--- config.mk ---
export PLATFORM = sky130hd
export DESIGN_NAME = otp_out_stage
export DESIGN_NICKNAME = d
export VERILOG_FILES = /design/src/rtl/otp_model_pkg.sv /design/src/rtl/otp_out_stage.sv
export SDC_FILE = /design/constraint.sdc
export NUM_CORES = 1
export LEC_CHECK = 0
export ABC_AREA = 1
export CORE_AREA = 5 5 42 44
export CTS_CLUSTER_DIAMETER = 200
export DETAILED_ROUTE_END_ITERATION = 10
export DIE_AREA = 0 0 47 49
export SLEW_MARGIN = 25
export SYNTH_ARGS = -nofsm -noshare
export SYNTH_HDL_FRONTEND = slang
export SYNTH_SLANG_ARGS = --single-unit
export TNS_END_PERCENT = 5
--- constraint.sdc ---
create_clock -name clk -period 0.8 [get_ports clk]
set_input_delay 0.24 -clock clk [delete_from_list [all_inputs] [get_ports clk]]
set_output_delay 0.24 -clock clk [all_outputs]
set_load 0.01 [all_outputs]
--- src/rtl/otp_model_pkg.sv ---
package otp_model_pkg;

  typedef enum logic [2:0] {
    M_STANDBY,
    M_OUT_OFF,
    M_READ,
    M_SIG_READ,
    M_PROGRAM,
    M_PROG_HOLD,
    M_MARGIN
  } otp_mode_e;

  localparam logic [7:0] SIG_BYTE_LO = 8'h20;
  localparam logic [7:0] SIG_BYTE_HI = 8'h3D;

  localparam int MARGIN_SEL_BIT = 8;
  localparam int MARGIN_VAL_BIT = 10;

endpackage

--- src/rtl/otp_out_stage.sv ---
module otp_out_stage
  import otp_model_pkg::*;
#(
  parameter int DATA_W = 8
) (
  input  logic              clk,
  input  logic              rst_n,
  input  logic              drive,
  input  logic              sig_sel,
  input  logic              sig_bit,
  input  logic [DATA_W-1:0] rd_data,
  input  logic              illegal_now,
  output logic [DATA_W-1:0] dq_out,
  output logic              dq_oe,
  output logic              illegal
);

  logic [DATA_W-1:0] out_d, out_q;
  logic              oe_q, ill_q;

  always_comb begin
    out_d = '0;
    if (drive) begin
      if (sig_sel) out_d = DATA_W'(sig_bit ? SIG_BYTE_HI : SIG_BYTE_LO);
      else         out_d = rd_data;
    end
  end

  always_ff @(posedge clk or negedge rst_n) begin
    if (!rst_n) begin
      out_q <= '0;
      oe_q  <= 1'b0;
      ill_q <= 1'b0;
    end else begin
      out_q <= out_d;
      oe_q  <= drive;
      ill_q <= illegal_now;
    end
  end

  assign dq_out  = out_q;
  assign dq_oe   = oe_q;
  assign illegal = ill_q;

  AST_IDLE_BUS_ZERO: assert property (@(posedge clk) disable iff (!rst_n) !dq_oe |-> (dq_out == '0));
  AST_SIG_CODE: assert property (@(posedge clk) disable iff (!rst_n) (dq_oe && $past(sig_sel)) |-> ((dq_out == DATA_W'(SIG_BYTE_LO)) || (dq_out == DATA_W'(SIG_BYTE_HI))));

endmodule

==> run summary <==
Global route
* **global-route wire length before repair** 1190 µm
* **total grt overflow** 0
* **number of global-route vias before repair** 264
* **largest net degree at the start of global routing** 11
* **global-route total usage across every layer** 0.0797
* **number of antenna violations at the first check in global routing** 0

Synth
* **sequential fraction of the synthesis area** 0.752
* **fraction of synthesized area in multiplexers** 0
* **netlist area before placement** 333 µm²
* **Post-synth top flop** sky130_fd_sc_hd__dfrtp_1
* **mean instance size in the synthesized netlist** 11.9 µm²
* **share of the synthesized area in compound gates (AO/OA/AOI/OAI)** 0.0226
* **FF+latch count, synth** 10
* **Synth Instances** 28
* **combinational family with the most area after synthesis** simple AND/OR/NAND/NOR gates
* **top cells by area, synth** sky130_fd_sc_hd__dfrtp_1 75%, sky130_fd_sc_hd__nand3_1 6.0%, sky130_fd_sc_hd__nand2_1 5.6%
* **cell types with the highest counts after synthesis** 10 x sky130_fd_sc_hd__dfrtp_1, 5 x sky130_fd_sc_hd__nand2_1, 4 x sky130_fd_sc_hd__inv_1, 4 x sky130_fd_sc_hd__nand3_1, 3 x sky130_fd_sc_hd__nor2_1
* **async set-or-reset flop fraction in the synthesized netlist** 1.00
* **xor and xnor area share after synthesis** 0
* **number of enable-type register cells in the synthesized netlist** 0
* **top cell type's share of synthesized area** 0.752
* **cell taking the most area after synthesis** sky130_fd_sc_hd__dfrtp_1
* **most used standard cell by instance count after synthesis** sky130_fd_sc_hd__dfrtp_1
* **Adder-Cell Fraction of Synth Area** 0
* **simple-gate share of the synthesized area** 0.180
* **number of nets produced by synthesis** 42
* **Yosys cell types** 7
* **total number of yosys warnings** 0

Timing
* **hold violation total from the final report** 0
* **final slew viol count** 0
* **transition time at the pin with the least slew margin** 0.290 ns
* **setup violators final** 10
* **setup tns final** -1.86 ns
* **worst relative slew slack** 0.806
* **min cycle time layout** 0.999 ns
* **final setup margin** -0.199 ns
* **RSZ-0062 raised after global routing** true
* **final hold slack** 0.295 ns
* **highest attainable clock frequency** 1000 MHz
* **Tcrit/Tclk final** 1.25

Detailed routing
* **Vias/cell** 3.85
* **detailed-route via count** 277
* **number of nets still failing antenna checks after routing** 0
* **detailed-router iteration count before antenna repair** 1
* **Avg WL per Cell** 10.2 µm
* **post-detailed-route DRC marker count** 0
* **violation count after the first detailed-routing iteration** 0
* **total wire length after detailed routing** 734 µm

Floorplan
* **die area** 0.00230 mm²
* **chip width** 47 µm
* **number of placement rows** 14
* **number of top-level pins** 24
* **total core area** 0.00140 mm²
* **initial cell density of the core** 0.237
* **die height** 49 µm

Worst setup path
* **Setup Crit Path Kind** reg -> out
* **CP peak stage delay** 0.37 ns
* **slowest stage cell on the critical path** sky130_fd_sc_hd__dfrtp_1
* **required time of the critical path** 0.56 ns
* **CP delay by family, top** flip-flops
* **endpoint class of the critical path** output port
* **data arrival time of the worst path** 0.76 ns
* **critical path, cell by cell** buf_2
* **maximum fanout along the worst path** 1
* **buffer and inverter count on the worst path** 1
* **CP Launch Type** register

Power and ir drop
* **Peak supply drop** 0.000599 V
* **pwr/cell area** 1920 mW/mm²
* **leakage power total** 0.000321 µW
* **total design power** 1130 µW

Placement
* **Detailed Place HPWL** 609 µm
* **Area after DPL** 603 µm²
* **worst setup slack before clock tree synthesis** -0.411 ns
* **Final Wtd Congestion** 0.734
* **Port-buffer cells** 23

CTS
* **buffers from clock root to sink, at most** 2
* **total CTS buffers** 3
* **number of post-CTS setup repair buffers** 0
* **Root Buffer** sky130_fd_sc_hd__clkbuf_4
* **total clock sinks** 10
* **CTS tree** done
* **H-Tree Level Count** 1
* **clock slew at the register clock pins of the worst setup and hold paths** 0.06 ns

Worst hold path
* **class of the worst hold path** in -> async

Cells and area
* **nets** 71
* **share of layout cells above drive strength 1** 0.321
* **fill cell count** 154
* **antenna diode instance count** 0
* **area of all sequential standard cells** 250 µm²
* **area of the multi-input gates** 70.1 µm²
* **Area growth syn-to-layout** 77.1%
* **area of all placed cells without fillers** 589 µm²

Run status
* **violated checks** setup timing
* **result of the run** complete, but fails checks

Job
* **maximum capacitance violations** 0

cells by family after synthesis:
kind of cell,count (synthesis)
and+or+nand+nor,13
AOI/OAI and AO/OA,1
DFF,10
buffers and inverters,4
layout by cell type, fill, tap and decap left out:
cell type                         Yosys  layout
sky130_fd_sc_hd__clkdlybuf4s50_1      0      11
sky130_fd_sc_hd__dfrtp_1             10      10
sky130_fd_sc_hd__buf_2                0      10
sky130_fd_sc_hd__nand3_1              4       4
sky130_fd_sc_hd__nand2_1              5       4
sky130_fd_sc_hd__inv_1                4       3
sky130_fd_sc_hd__nor2_1               3       3
sky130_fd_sc_hd__clkbuf_4             0       3
sky130_fd_sc_hd__dlygate4sd2_1        0       2
sky130_fd_sc_hd__o21a_1               1       1
sky130_fd_sc_hd__inv_2                0       1
sky130_fd_sc_hd__nand3_2              1       1
sky130_fd_sc_hd__nand2_2              0       1
sky130_fd_sc_hd__clkbuf_8             0       1
sky130_fd_sc_hd__buf_12               0       1
worst max path at each step:
stage / from / to / depth (start not counted)
CTS: illegal / illegal / 1
floorplan: dq_oe / dq_oe / 0
detailed placement: drive / dq_out[1] / 3
global placement: drive / dq_out[7] / 3
finish: illegal / illegal / 1
global route: illegal / illegal / 1
timing repair:
| action | CTS | global route |
|---|---|---|
| setup endpoints to repair | 18 | 10 |
| endpoints found under the hold margin | 0 | 0 |
| resized for setup | 44 | 0 |
| hold buffers | 0 | 0 |
stage by stage:
| step | cells | utilization |
|---|---|---|
| after floorplan | 28 | - |
| after global placement | 68 | 0.430 |
| after detailed placement | 68 | 0.430 |
| after CTS | 72 | 0.421 |
| after global routing | 72 | 0.421 |
| final | 72 | 0.421 |
report_power, final:
part	total, µW	internal (µW)	switching [µW]
combinational	159	91.4	67.6
clock	436	276	161
sequential	538	533	5.54
layer usage:
metal  GRT usage  part of all wire  vias to the layer above
met5           0                 0                        -
met1      0.0909              0.40                      116
li1            -                 -                      143
met3      0.0369              0.12                        2
met2      0.0995              0.46                       16
met4      0.0829             0.019                        0
flip-flops by register name (all words and copies together), names as in the netlist:
signal and cells:
dq_oe 1, dq_out 8, illegal 1
final cells by class:
class                   count  area share
flip-flops and latches     10       0.425
repair buffers             24       0.335
multi-input cells          14       0.119
clock buffers               4      0.0616
well taps                  16      0.0340
inverters                   4      0.0255
No activity file was read; power rests on OpenSTA's default activity.
